[src/rtl/alu_chain_pkg.sv]
package alu_chain_pkg;

  localparam int unsigned SLICE_W = 4;

  typedef enum logic [2:0] {
    FN_CLEAR = 3'b000,
    FN_BSUBA = 3'b001,
    FN_ASUBB = 3'b010,
    FN_ADD   = 3'b011,
    FN_XOR   = 3'b100,
    FN_OR    = 3'b101,
    FN_AND   = 3'b110,
    FN_SET   = 3'b111
  } alu_fn_e;

  typedef enum logic [2:0] {
    LM_ZERO,
    LM_ONES,
    LM_XOR,
    LM_OR,
    LM_AND,
    LM_SUM
  } alu_lmode_e;

  typedef struct packed {
    logic       arith;
    logic       inv_a;
    logic       inv_b;
    alu_lmode_e lmode;
  } alu_ctl_t;

endpackage

[src/rtl/alu_fn_decode.sv]
module alu_fn_decode
  import alu_chain_pkg::*;
(
  input  logic [2:0] sel,
  output alu_ctl_t   ctl
);

  always_comb begin
    ctl = '{arith: 1'b0, inv_a: 1'b0, inv_b: 1'b0, lmode: LM_ZERO};
    unique case (alu_fn_e'(sel))
      FN_CLEAR: ctl.lmode = LM_ZERO;
      FN_BSUBA: begin
        ctl.arith = 1'b1;
        ctl.inv_a = 1'b1;
        ctl.lmode = LM_SUM;
      end
      FN_ASUBB: begin
        ctl.arith = 1'b1;
        ctl.inv_b = 1'b1;
        ctl.lmode = LM_SUM;
      end
      FN_ADD: begin
        ctl.arith = 1'b1;
        ctl.lmode = LM_SUM;
      end
      FN_XOR: ctl.lmode = LM_XOR;
      FN_OR:  ctl.lmode = LM_OR;
      FN_AND: ctl.lmode = LM_AND;
      FN_SET: ctl.lmode = LM_ONES;
      default: ctl.lmode = LM_ZERO;
    endcase
  end

endmodule

[src/rtl/alu_result_mux.sv]
module alu_result_mux
  import alu_chain_pkg::*;
#(
  parameter int unsigned SW = SLICE_W
) (
  input  alu_lmode_e      lmode,
  input  logic [SW-1:0]   a,
  input  logic [SW-1:0]   b,
  input  logic [SW-1:0]   sum,
  output logic [SW-1:0]   f
);

  always_comb begin
    unique case (lmode)
      LM_ZERO: f = '0;
      LM_ONES: f = '1;
      LM_XOR:  f = a ^ b;
      LM_OR:   f = a | b;
      LM_AND:  f = a & b;
      LM_SUM:  f = sum;
      default: f = '0;
    endcase
  end

endmodule

[src/rtl/alu_slice.sv]
module alu_slice
  import alu_chain_pkg::*;
#(
  parameter int unsigned SW = SLICE_W
) (
  input  logic [SW-1:0] a,
  input  logic [SW-1:0] b,
  input  alu_ctl_t      ctl,
  input  logic          cin,
  output logic [SW-1:0] f,
  output logic          cout,
  output logic          ovf
);

  logic [SW-1:0] opx;
  logic [SW-1:0] opy;
  logic [SW:0]   sum;
  logic          sgn_ovf;

  always_comb begin
    opx = ctl.inv_a ? ~a : a;
    opy = ctl.inv_b ? ~b : b;
    sum = {1'b0, opx} + {1'b0, opy} + {{SW{1'b0}}, cin};
    sgn_ovf = (opx[SW-1] == opy[SW-1]) && (sum[SW-1] != opx[SW-1]);
  end

  alu_result_mux #(.SW(SW)) u_mux (
    .lmode (ctl.lmode),
    .a     (a),
    .b     (b),
    .sum   (sum[SW-1:0]),
    .f     (f)
  );

  assign cout = ctl.arith & sum[SW];
  assign ovf  = ctl.arith & sgn_ovf;

endmodule

[src/rtl/alu_chain.sv]
module alu_chain
  import alu_chain_pkg::*;
#(
  parameter int unsigned W = 8
) (
  input  logic [W-1:0] a,
  input  logic [W-1:0] b,
  input  logic [2:0]   sel,
  input  logic         cin,
  output logic [W-1:0] f,
  output logic         cout,
  output logic         ovf
);

  localparam int unsigned NSL = W / SLICE_W;
  localparam logic [NSL-1:0] TOP_SEL = NSL'(1) << (NSL - 1);

  alu_ctl_t       ctl;
  logic [NSL:0]   carry;
  logic [NSL-1:0] ovf_sl;

  alu_fn_decode u_dec (
    .sel (sel),
    .ctl (ctl)
  );

  assign carry[0] = cin;

  for (genvar gi = 0; gi < NSL; gi++) begin : g_slice
    alu_slice #(.SW(SLICE_W)) u_slice (
      .a    (a[gi*SLICE_W +: SLICE_W]),
      .b    (b[gi*SLICE_W +: SLICE_W]),
      .ctl  (ctl),
      .cin  (carry[gi]),
      .f    (f[gi*SLICE_W +: SLICE_W]),
      .cout (carry[gi+1]),
      .ovf  (ovf_sl[gi])
    );
  end

  assign cout = carry[NSL];
  assign ovf  = |(ovf_sl & TOP_SEL);

endmodule

[config.mk]
export PLATFORM = sky130hd
export DESIGN_NAME = alu_chain
export DESIGN_NICKNAME = d
export VERILOG_FILES = /design/src/rtl/alu_chain_pkg.sv /design/src/rtl/alu_fn_decode.sv /design/src/rtl/alu_result_mux.sv /design/src/rtl/alu_slice.sv /design/src/rtl/alu_chain.sv
export SDC_FILE = /design/constraint.sdc
export NUM_CORES = 1
export LEC_CHECK = 0
export BUFFER_PORTS_ARGS = -buffer_cell sky130_fd_sc_hd__buf_2
export CAP_MARGIN = 30
export CELL_PAD_IN_SITES_DETAIL_PLACEMENT = 1
export CELL_PAD_IN_SITES_GLOBAL_PLACEMENT = 1
export CORE_UTILIZATION = 37
export DETAILED_ROUTE_END_ITERATION = 7
export GPL_ROUTABILITY_DRIVEN = 0
export PLACE_DENSITY_LB_ADDON = 0.1
export SLEW_MARGIN = 5
export SYNTH_ARGS = -nofsm -noshare
export SYNTH_HDL_FRONTEND = slang
export SYNTH_HIERARCHICAL = 1
export SYNTH_SLANG_ARGS = --single-unit
[constraint.sdc]
create_clock -name vclk -period 8.3
set_input_delay 2.49 -clock vclk [all_inputs]
set_output_delay 2.49 -clock vclk [all_outputs]
set_load 0.03 [all_outputs]
=== After elaboration in Yosys (flattened, before gate mapping) ===
Index checks and enable logic that the tools add are counted.

* $add $sub $neg: 4
* Equal/unequal tests: 14
* Muxes and demuxes: 10
* Bitwise operators: 13
* Reduce and logical (&&, ||, !) cells: 3

{| class="wikitable"
|+ Operators with widths
! operator !! number
|-
| $pmux 4 s5 || 2
|-
| $eq 3x3->1 const B || 6
|-
| $pmux 3 s6 || 1
|-
| $mux 4 || 4
|-
| $not 4->4 || 4
|-
| $eq 3x2->1 const B || 4
|-
| $add 4x4->5 || 2
|-
| $add 5x1->5 || 2
|-
| $and 4x4->4 || 2
|-
| $or 4x4->4 || 2
|-
| $xor 4x4->4 || 2
|-
| $eq 3x1->1 const B || 2
|-
| $and 1x1->1 || 3
|-
| $logic_not 3->1 || 1
|-
| $mux 1 || 3
|-
| $reduce_or 3->1 || 1
|-
| $eq 1x1->1 || 1
|-
| $logic_and 1x1->1 || 1
|-
| $ne 1x1->1 || 1
|}

* Flip-flop bits (word level): 0
* Bits of input ports: 20
* Output and inout port bits: 10
* Word-level logic and storage cells: 44

=== Depth between registers and ports, before layout ===
Gate-level depths: netlist of the first run.

* Depth in word-level cells: 10
* Depth in mapped cells: 15
* Mapped depth without buffers: 15

=== Modules after synthesis ===
Netlist of the first run, hierarchy kept.

{| class="wikitable"
|+ Modules (own cells, without submodules)
! module !! instances !! cells an instance !! area an instance (um2) !! seq. area each (um2)
|-
| alu_slice || 2 || 30 || 265.3 || 0.0
|-
| alu_result_mux || 2 || 38 || 264.0 || 0.0
|-
| alu_fn_decode || 1 || 9 || 51.3 || 0.0
|}

=== Least setup slack after synthesis of the first run ===
Ideal clock, no wire load.

* Kind: input to output
* Start: input port sel[2]
* End: output port f[5]
* Arrival: 6.281 ns
* Required time: 5.810 ns
* Path slack: -0.471 ns
* Stages: 14
* Path buffers: 0
* Path through: nor3b_1 > xor2_1 > fa_1 > inv_1 > fa_1 > nor2b_1 > o21ai_0 > a21oi_1 > fa_1 > inv_1 > fa_1 > inv_1 > mux2i_1 > o22ai_1

* Cells in the longest elaborated chain, start to end: 8
* Elaborated cells on any way between the ends: 28
* Those cells by class: add/sub: 4; eq/ne: 12; mux: 9; bitwise: 1; reduce/logical: 2

{| class="wikitable"
|+ RTL lines
! what !! line !! source
|-
| from (decl) || alu_chain.sv:8 || <nowiki>input logic [2:0] sel,</nowiki>
|-
| $eq 3x1->1 or $eq 3x2->1 (tied branches) || alu_fn_decode.sv:10 || <nowiki>unique case (alu_fn_e'(sel))</nowiki>
|-
| $mux 1 || alu_fn_decode.sv:10 ||
|-
| $mux 4, on equally long branches || alu_slice.sv:21, alu_slice.sv:22 ||
|-
| $add 4x4->5 || alu_slice.sv:23 || <nowiki>sum = {1'b0, opx} + {1'b0, opy} + {{SW{1'b0}}, cin};</nowiki>
|-
| $add 5x1->5 || alu_slice.sv:23 ||
|-
| $and 1x1->1 * || alu_slice.sv:35 || <nowiki>assign cout = ctl.arith & sum[SW];</nowiki>
|-
| via carry[1] || alu_chain.sv:19 || <nowiki>logic [NSL:0] carry;</nowiki>
|-
| $add 5x1->5 * || alu_slice.sv:23 ||
|-
| via g_slice[1].u_slice.sum[1] || alu_slice.sv:17 || <nowiki>logic [SW:0] sum;</nowiki>
|-
| $pmux 4 s5 * || alu_result_mux.sv:14 || <nowiki>unique case (lmode)</nowiki>
|-
| to (decl) || alu_chain.sv:10 || <nowiki>output logic [W-1:0] f,</nowiki>
|}

The timed path passes the listed nets; every way through them passes the cells marked *.

==> results of run 1 <==
[worst max-delay path, cell delays in order]
cell and delay, ps:
buf_2 140, nand2b_1 180, nor2_2 160, xor2_1 220, fa_1 260, inv_1 60
fa_1 410, nor2b_1 120, o21ai_0 100, a21oi_2 170, fa_2 230, inv_1 50
fa_1 400, xnor2_1 180, mux2i_1 90, o22ai_1 160, buf_4 180
[final timing paths]
check	end	startpoint	cells after the start
max	f[6]	sel[2]	17
min	ovf	sel[2]	5
[repair_timing]
| item | CTS | global route |
|---|---|---|
| hold endpoints to repair | 0 | 0 |
| resized for setup | 0 | 8 |
| setup endpoints to repair | 0 | 3 |
| setup buffers | 0 | 1 |
[layout make-up]
| type | instances | area share (%) |
|---|---|---|
| multi-input combinational | 109 | 73.7 |
| timing repair buffer | 35 | 14.6 |
| inverter | 31 | 8.76 |
| tap | 31 | 2.92 |
[power groups by stage]
| stage | clock network (mW) | registers, mW | logic (mW) |
|---|---|---|---|
| floorplan | 0 | 0 | 0.0753 |
| global placement | 0 | 0 | 0.103 |
| detailed placement | 0 | 0 | 0.107 |
| CTS | 0 | 0 | 0.108 |
| global route | 0 | 0 | 0.120 |
| finish | 0 | 0 | 0.109 |
[routing by layer]
metal,GRT usage (%),vias up
met4,1.74,0
met2,39.5,16
li1,-,534
met5,0,-
met1,22.1,518
met3,0.233,2
[metrics by stage]
stage	total power [mW]	setup TNS [ps]	std cells	util [%]
after global placement	0.103	0	205	46.9
after global routing	0.120	-8.72	206	48.2
final	0.109	0	206	48.2
after floorplan	0.0753	0	142	-
after detailed placement	0.107	0	205	46.9
after CTS	0.108	0	205	46.9
==> flow_summary_export.csv, run 1 <==
group,metric,value,unit
route,maxUsedRoutingLayer,"met4",
timing,setup_viol,0,
pwr,p_leak,0.767,nW
min_path,hp-class,"primary input to output pin",
placement,post-place-ws,92.8,ps
grt,antenna_found_initial,0,
route,drt_pass1_iterations,4,
placement,dp_hpwl,2540,microns
placement,dpl_cell_area,1290,sq um
layout,seqCellArea,0,sq um
grt,grt_pass1_wl,4910,microns
synth,yosys_warnings,6,
route,vias,1070,
layout,final_cell_mix,"inv_1, buf_2, ha_1, xor2_1, a21oi_1",
pwr,p_int,0.0435,mW
timing,timing.final.crit_share,97.5,%
layout,n_antenna_cell,0,
layout,nClkBuffers,0,
pwr,share_comb_of_total_power,100.0,%
pwr,p_per_area,82.1,nW/um^2
layout,flops_and_latches,0,
route,drc,0,
layout,drive_gt1_share,28.6,%
timing,fmax,124,MHz
pwr,vdd_drop_max,0.0438,mV
layout,final.fill_count,374,
timing,worstMarginPinSlew,807,ps
timing,fin_crit,8090,ps
job,maxCapViolCount,0,
synth,netlist_instances,142,
timing,hold_violations,0,
synth,syn_area,1080,sq um
setup_path,critPathKind,"primary input to output pin",
floorplan,pin_count,30,
floorplan,die_x,56.0,microns
route,wl_met2,1720,microns
timing,final_max_slew_viol_count,0,
pwr,p_sw,0.0655,mW
grt,grt_usage,19.0,%
route,dr.first_iter.drc_count,21,
route,viasPerCell,5.19,
grt,grt_pass1_vias,1146,
pwr,p_clk_share,0,%
layout,nets,223,
status,status,"finished clean",
setup_path,worstPathRequired,5810,ps
grt,overflow,0,
layout,syn_to_final_growth,23.2,%
floorplan,fp-row-count,19,
setup_path,crit_fanout,5,
pwr,p_seq_share,0,%
route,wire_per_inst,14.5,microns
floorplan,die_h,56.0,microns
floorplan,coreArea,2760,sq um
layout,multi_input_area,980,sq um
route,routed-wl-met3,44,microns
setup_path,end_kind,"output pin",
floorplan,start_util,39.1,%
pwr,power.share.switching,60.1,%
setup_path,arrival,5600,ps
route,drt-total-wl,2980,microns
placement,io_buffers,30,
floorplan,dieArea,3130,sq um
synth,syn_nets,188,
grt,grt_start_max_net_pins,19,
layout,fin_area,1330,sq um
timing,max_slew_margin,46.2,%
timing,setup_ws,210,ps
setup_path,worst_setup_path_start_kind,"primary input",
layout,final_common_cell,"inv_1",
route,drt-met1-wl,1200,microns
clock_tree,ctsHoldBuffers,0,
route,drtAntennaViolNets,0,
timing,whs,5490,ps
synth,syn-mean-instance-area,7.60,sq um
Power figures use the tool's default switching activity.
==> run 2: changes to the inputs <==
--- a/config.mk
+++ b/config.mk
@@ -5,11 +5,13 @@
 export SDC_FILE = /design/constraint.sdc
 export NUM_CORES = 1
 export LEC_CHECK = 0
+export ABC_AREA = 1
 export BUFFER_PORTS_ARGS = -buffer_cell sky130_fd_sc_hd__buf_2
 export CAP_MARGIN = 30
 export CELL_PAD_IN_SITES_DETAIL_PLACEMENT = 1
 export CELL_PAD_IN_SITES_GLOBAL_PLACEMENT = 1
-export CORE_UTILIZATION = 37
+export CORE_MARGIN = 5
+export CORE_UTILIZATION = 36
 export DETAILED_ROUTE_END_ITERATION = 7
 export GPL_ROUTABILITY_DRIVEN = 0
 export PLACE_DENSITY_LB_ADDON = 0.1
==> run 2 against run 1 <==
Net effect:
- global-route usage shrank 5.9 points
- critical path type unchanged
- clock-buffer cell count is the same
- power grew 4.4%
- utilization shrank 4.7 points
- non-clock buffer count shrank 2
- combinational power grew 5%
- largest cell class unchanged
==> flow_summary_export.csv, run 2 <==
group,metric,value,unit
layout,flops_and_latches,0,
pwr,p_int,0.0429,mW
timing,whs,5440,ps
synth,syn_area,1300,sq um
pwr,p_seq_share,0,%
floorplan,dieArea,4920,sq um
setup_path,crit_fanout,4,
floorplan,die_h,70.2,microns
layout,n_antenna_cell,0,
min_path,whs_path_depth,5,
layout,drive_gt1_share,23.0,%
layout,seqCellArea,0,sq um
min_path,min_to,"cout",
synth,syn_nets,258,
timing,hold_violations,0,
timing,setup_viol,0,
pwr,p_per_area,76.7,nW/um^2
placement,io_buffers,30,
clock_tree,cts_setup_buffers,0,
timing,rsz0062_at_grt,"false",
setup_path,end_kind,"output pin",
setup_path,critPathKind,"primary input to output pin",
layout,final_common_cell,"inv_1",
job,maxCapViolCount,0,
setup_path,worst_setup_path_start_kind,"primary input",
grt,overflow,0,
timing,setup_ws,318,ps
synth,syn-mean-instance-area,6.14,sq um
floorplan,start_util,38.1,%
min_path,hold_start,"sel[2]",
min_path,hp-class,"primary input to output pin",
pwr,vdd_drop_max,0.0309,mV
timing,worstMarginPinSlew,904,ps
floorplan,coreArea,3420,sq um
grt,grt_pass1_vias,1232,
timing,fmax,125,MHz
route,viasPerCell,4.49,
route,dr.first_iter.drc_count,77,
timing,tns,0,ps
timing,timing.final.crit_share,96.2,%
pwr,power.share.switching,62.3,%
grt,grt_usage,13.2,%
route,drc,0,
floorplan,die_x,70.2,microns
route,vias,1281,
synth,netlist_instances,212,
pwr,p_sw,0.0709,mW
pwr,share_comb_of_total_power,100.0,%
layout,nets,287,
floorplan,pin_count,30,
pwr,p_clk_share,0,%
grt,grt_pass1_wl,5530,microns
layout,final_cell_mix,"inv_1, nand2_1, buf_2, nor2_1, ha_1",
placement,post-place-ws,259,ps
route,drtAntennaViolNets,0,
status,status,"finished clean",
timing,final_max_slew_viol_count,0,
grt,antenna_found_initial,0,
timing,fin_crit,7980,ps
layout,final_util,43.4,%
pwr,p_total,0.114,mW
route,drt_pass1_iterations,4,
setup_path,arrival,5490,ps
grt,grt_start_max_net_pins,19,
floorplan,fp-row-count,21,
layout,nClkBuffers,0,
setup_path,worstPathRequired,5810,ps
route,wire_per_inst,11.4,microns
synth,yosys_warnings,6,
route,drt-total-wl,3240,microns
layout,syn_to_final_growth,13.9,%
pwr,p_leak,0.916,nW
timing,max_slew_margin,39.6,%
placement,dp_hpwl,2880,microns
[run 2: per-stage QoR]
stage,instance area (sq um),instances
after floorplan,1300,212
after detailed placement,1480,285
after global routing,1480,285
final,1480,285
after CTS,1480,285
after global placement,1480,285
[run 2: area by class of cell]
class	instances	area (sq um)
Multi-Input combinational cell	149	1030
Tap cell	46	57.6
Fill cell	514	1930
Inverter	57	219
Timing Repair Buffer	33	173
[run 2: timing repair]
item | in CTS | in global routing
hold buffers | 0 | 0
resized for setup | 0 | 1
setup endpoints to repair | 0 | 1
[run 2: worst max-delay path, cell delays in order]
cell      delay, ps
buf_2           120
inv_1            70
nand2_1          50
nor2_1          170
xor2_1          210
fa_1            230
inv_1            60
fa_1            390
nand3b_1        200
a21oi_2         180
fa_1            220
inv_1            60
fa_1            390
xnor2_1         180
nand3_1         100
nand2_1         100
inv_1            40
nand2_1          40
buf_2           190
[run 2: worst max path at each step]
stage / start / to / slack [ps] / cells past startpoint
final: sel[1] / f[6] / 320 / 19
after CTS: sel[1] / f[6] / 240 / 19
after floorplan: sel[0] / cout / 230 / 14
after global routing: sel[1] / f[6] / 50 / 19
after global placement: sel[1] / f[6] / 420 / 19
after detailed placement: sel[1] / f[6] / 260 / 19
[run 2: power by group through the flow]
| stage | Sequential [mW] | Clock [mW] | Combinational (mW) |
|---|---|---|---|
| 6_report | 0 | 0 | 0.114 |
| 5_1_grt | 0 | 0 | 0.129 |
| 4_1_cts | 0 | 0 | 0.116 |
| 3_5_place_dp | 0 | 0 | 0.115 |
| 3_3_place_gp | 0 | 0 | 0.114 |
| 2_1_floorplan | 0 | 0 | 0.0852 |
[run 2: per-layer routing]
layer  vias up  share of wire, %  GRT usage (%)  wire [microns]
met5         -                 0              0               0
met4         0                 0              0               0
met3         0               2.9          0.717              94
met2        16                43           21.8            1400
met1       573                54           19.9            1750
li1        692                 -              -               -
==> run 3: changes to the inputs <==
--- a/config.mk
+++ b/config.mk
@@ -14,6 +14,7 @@
 export CORE_UTILIZATION = 36
 export DETAILED_ROUTE_END_ITERATION = 7
 export GPL_ROUTABILITY_DRIVEN = 0
+export MAX_ROUTING_LAYER = met4
 export PLACE_DENSITY_LB_ADDON = 0.1
 export SLEW_MARGIN = 5
 export SYNTH_ARGS = -nofsm -noshare
==> run 3 against run 2 <==
Net effect:
- largest cell class unchanged
- die area is the same
- sequential cell count is the same
- clock-buffer cell count is the same
- hold slack is essentially flat
- utilization is the same
- combinational power is essentially flat
==> flow_summary_export.csv, run 3 (synthesized netlist as in run 2, its figures left out) <==
group,metric,value,unit
route,drt-total-wl,3240,microns
grt,overflow,0,
placement,io_buffers,30,
timing,tns,0,ps
timing,rsz0062_at_grt,"false",
grt,grt_start_max_net_pins,19,
layout,multi_input_area,1030,sq um
min_path,whs_path_depth,5,
min_path,hp-class,"primary input to output pin",
min_path,hold_start,"sel[2]",
min_path,min_to,"cout",
setup_path,critPathKind,"primary input to output pin",
timing,setup_viol,0,
layout,drive_gt1_share,23.0,%
timing,max_slew_margin,39.6,%
timing,whs,5440,ps
setup_path,worstPathCellList,"buf_2 -> inv_1 -> nand2_1 -> nor2_1 -> xor2_1 -> fa_1 -> inv_1 -> fa_1 -> nand3b_1 -> a21oi_2 -> fa_1 -> inv_1 -> fa_1 -> xnor2_1 -> nand3_1 -> nand2_1 -> inv_1 -> nand2_1 -> buf_2",
timing,worstMarginPinSlew,904,ps
layout,final.fill_count,514,
layout,n_antenna_cell,0,
layout,seqCellArea,0,sq um
timing,timing.final.crit_share,96.2,%
setup_path,worst_setup_path_start_kind,"primary input",
layout,final_common_cell,"inv_1",
route,drtAntennaViolNets,0,
grt,grt_usage,13.5,%
route,dr.first_iter.drc_count,77,
layout,final_cell_mix,"inv_1, nand2_1, buf_2, nor2_1, ha_1",
setup_path,slowest_stage,"fa_1",
grt,antenna_found_initial,0,
timing,fin_crit,7980,ps
route,wire_per_inst,11.4,microns
pwr,p_leak,0.916,nW
timing,fmax,125,MHz
route,drc,0,
timing,hold_violations,0,
placement,dp_hpwl,2880,microns
floorplan,die_x,70.2,microns
timing,final_max_slew_viol_count,0,
layout,nClkBuffers,0,
route,vias,1281,
layout,flops_and_latches,0,
setup_path,critPathMaxStageDelay,390,ps
pwr,p_per_area,76.7,nW/um^2
status,status,"finished clean",
floorplan,die_h,70.2,microns
layout,syn_to_final_growth,13.9,%
route,viasPerCell,4.49,
floorplan,fp-row-count,21,
floorplan,start_util,38.1,%
setup_path,end_kind,"output pin",
floorplan,pin_count,30,
setup_path,worstPathRequired,5810,ps
setup_path,worst-path-buf-inv,6,
clock_tree,cts_setup_buffers,0,
job,maxCapViolCount,0,
floorplan,dieArea,4920,sq um
setup_path,crit_fanout,4,
setup_path,crit_family,"adder cells",
grt,grt_pass1_wl,5530,microns
pwr,vdd_drop_max,0.0309,mV
layout,nets,287,
route,drt_pass1_iterations,4,
grt,grt_pass1_vias,1232,
floorplan,coreArea,3420,sq um
pwr,p_total,0.114,mW
setup_path,arrival,5490,ps
## run 3: how the worst max path moves through the flow
stage               startpoint    to  slack, ps  cells after the start
finish                  sel[1]  f[6]        320                     19
detailed placement      sel[1]  f[6]        260                     19
global route            sel[1]  f[6]         50                     19
global placement        sel[1]  f[6]        420                     19
CTS                     sel[1]  f[6]        240                     19
floorplan               sel[0]  cout        230                     14
## run 3: final cells by class
type	instances	share of cell area, %
multi-input combinational	149	69.7
timing repair buffer	33	11.6
tap	46	3.88
inverter	57	14.8
## run 3: per-stage QoR
stage / setup WS (ps) / util (%) / instances / area [sq um]
floorplan: 227 / - / 212 / 1300
global placement: 417 / 43.3 / 285 / 1480
detailed placement: 259 / 43.3 / 285 / 1480
CTS: 243 / 43.3 / 285 / 1480
global route: 50.8 / 43.4 / 285 / 1480
finish: 318 / 43.4 / 285 / 1480
## run 3: report_power, final
part	total (mW)	internal (mW)	leakage (nW)	switching (mW)
Sequential	0	0	0	0
Combinational	0.114	0.0429	0.916	0.0709
Clock	0	0	0	0
Total	0.114	0.0429	0.916	0.0709
## run 3: worst min-delay path, cell delays in order
cell and delay, ps:
buf_2 120, nor2_1 70, inv_1 70, a21oi_1 40, buf_2 170
## run 3: metal layers
metal	up-vias	routed length, microns	track usage [%]
met3	0	84	0.574
li1	692	-	-
met4	0	0	0
met2	16	1400	21.8
met1	573	1760	20.0
met5	-	0	-
## run 3: repair_timing
action,4_1_cts,5_1_grt
hold buffers,0,0
gates resized for setup,0,1
endpoints found under the setup margin,0,1
hold endpoints to repair,0,0
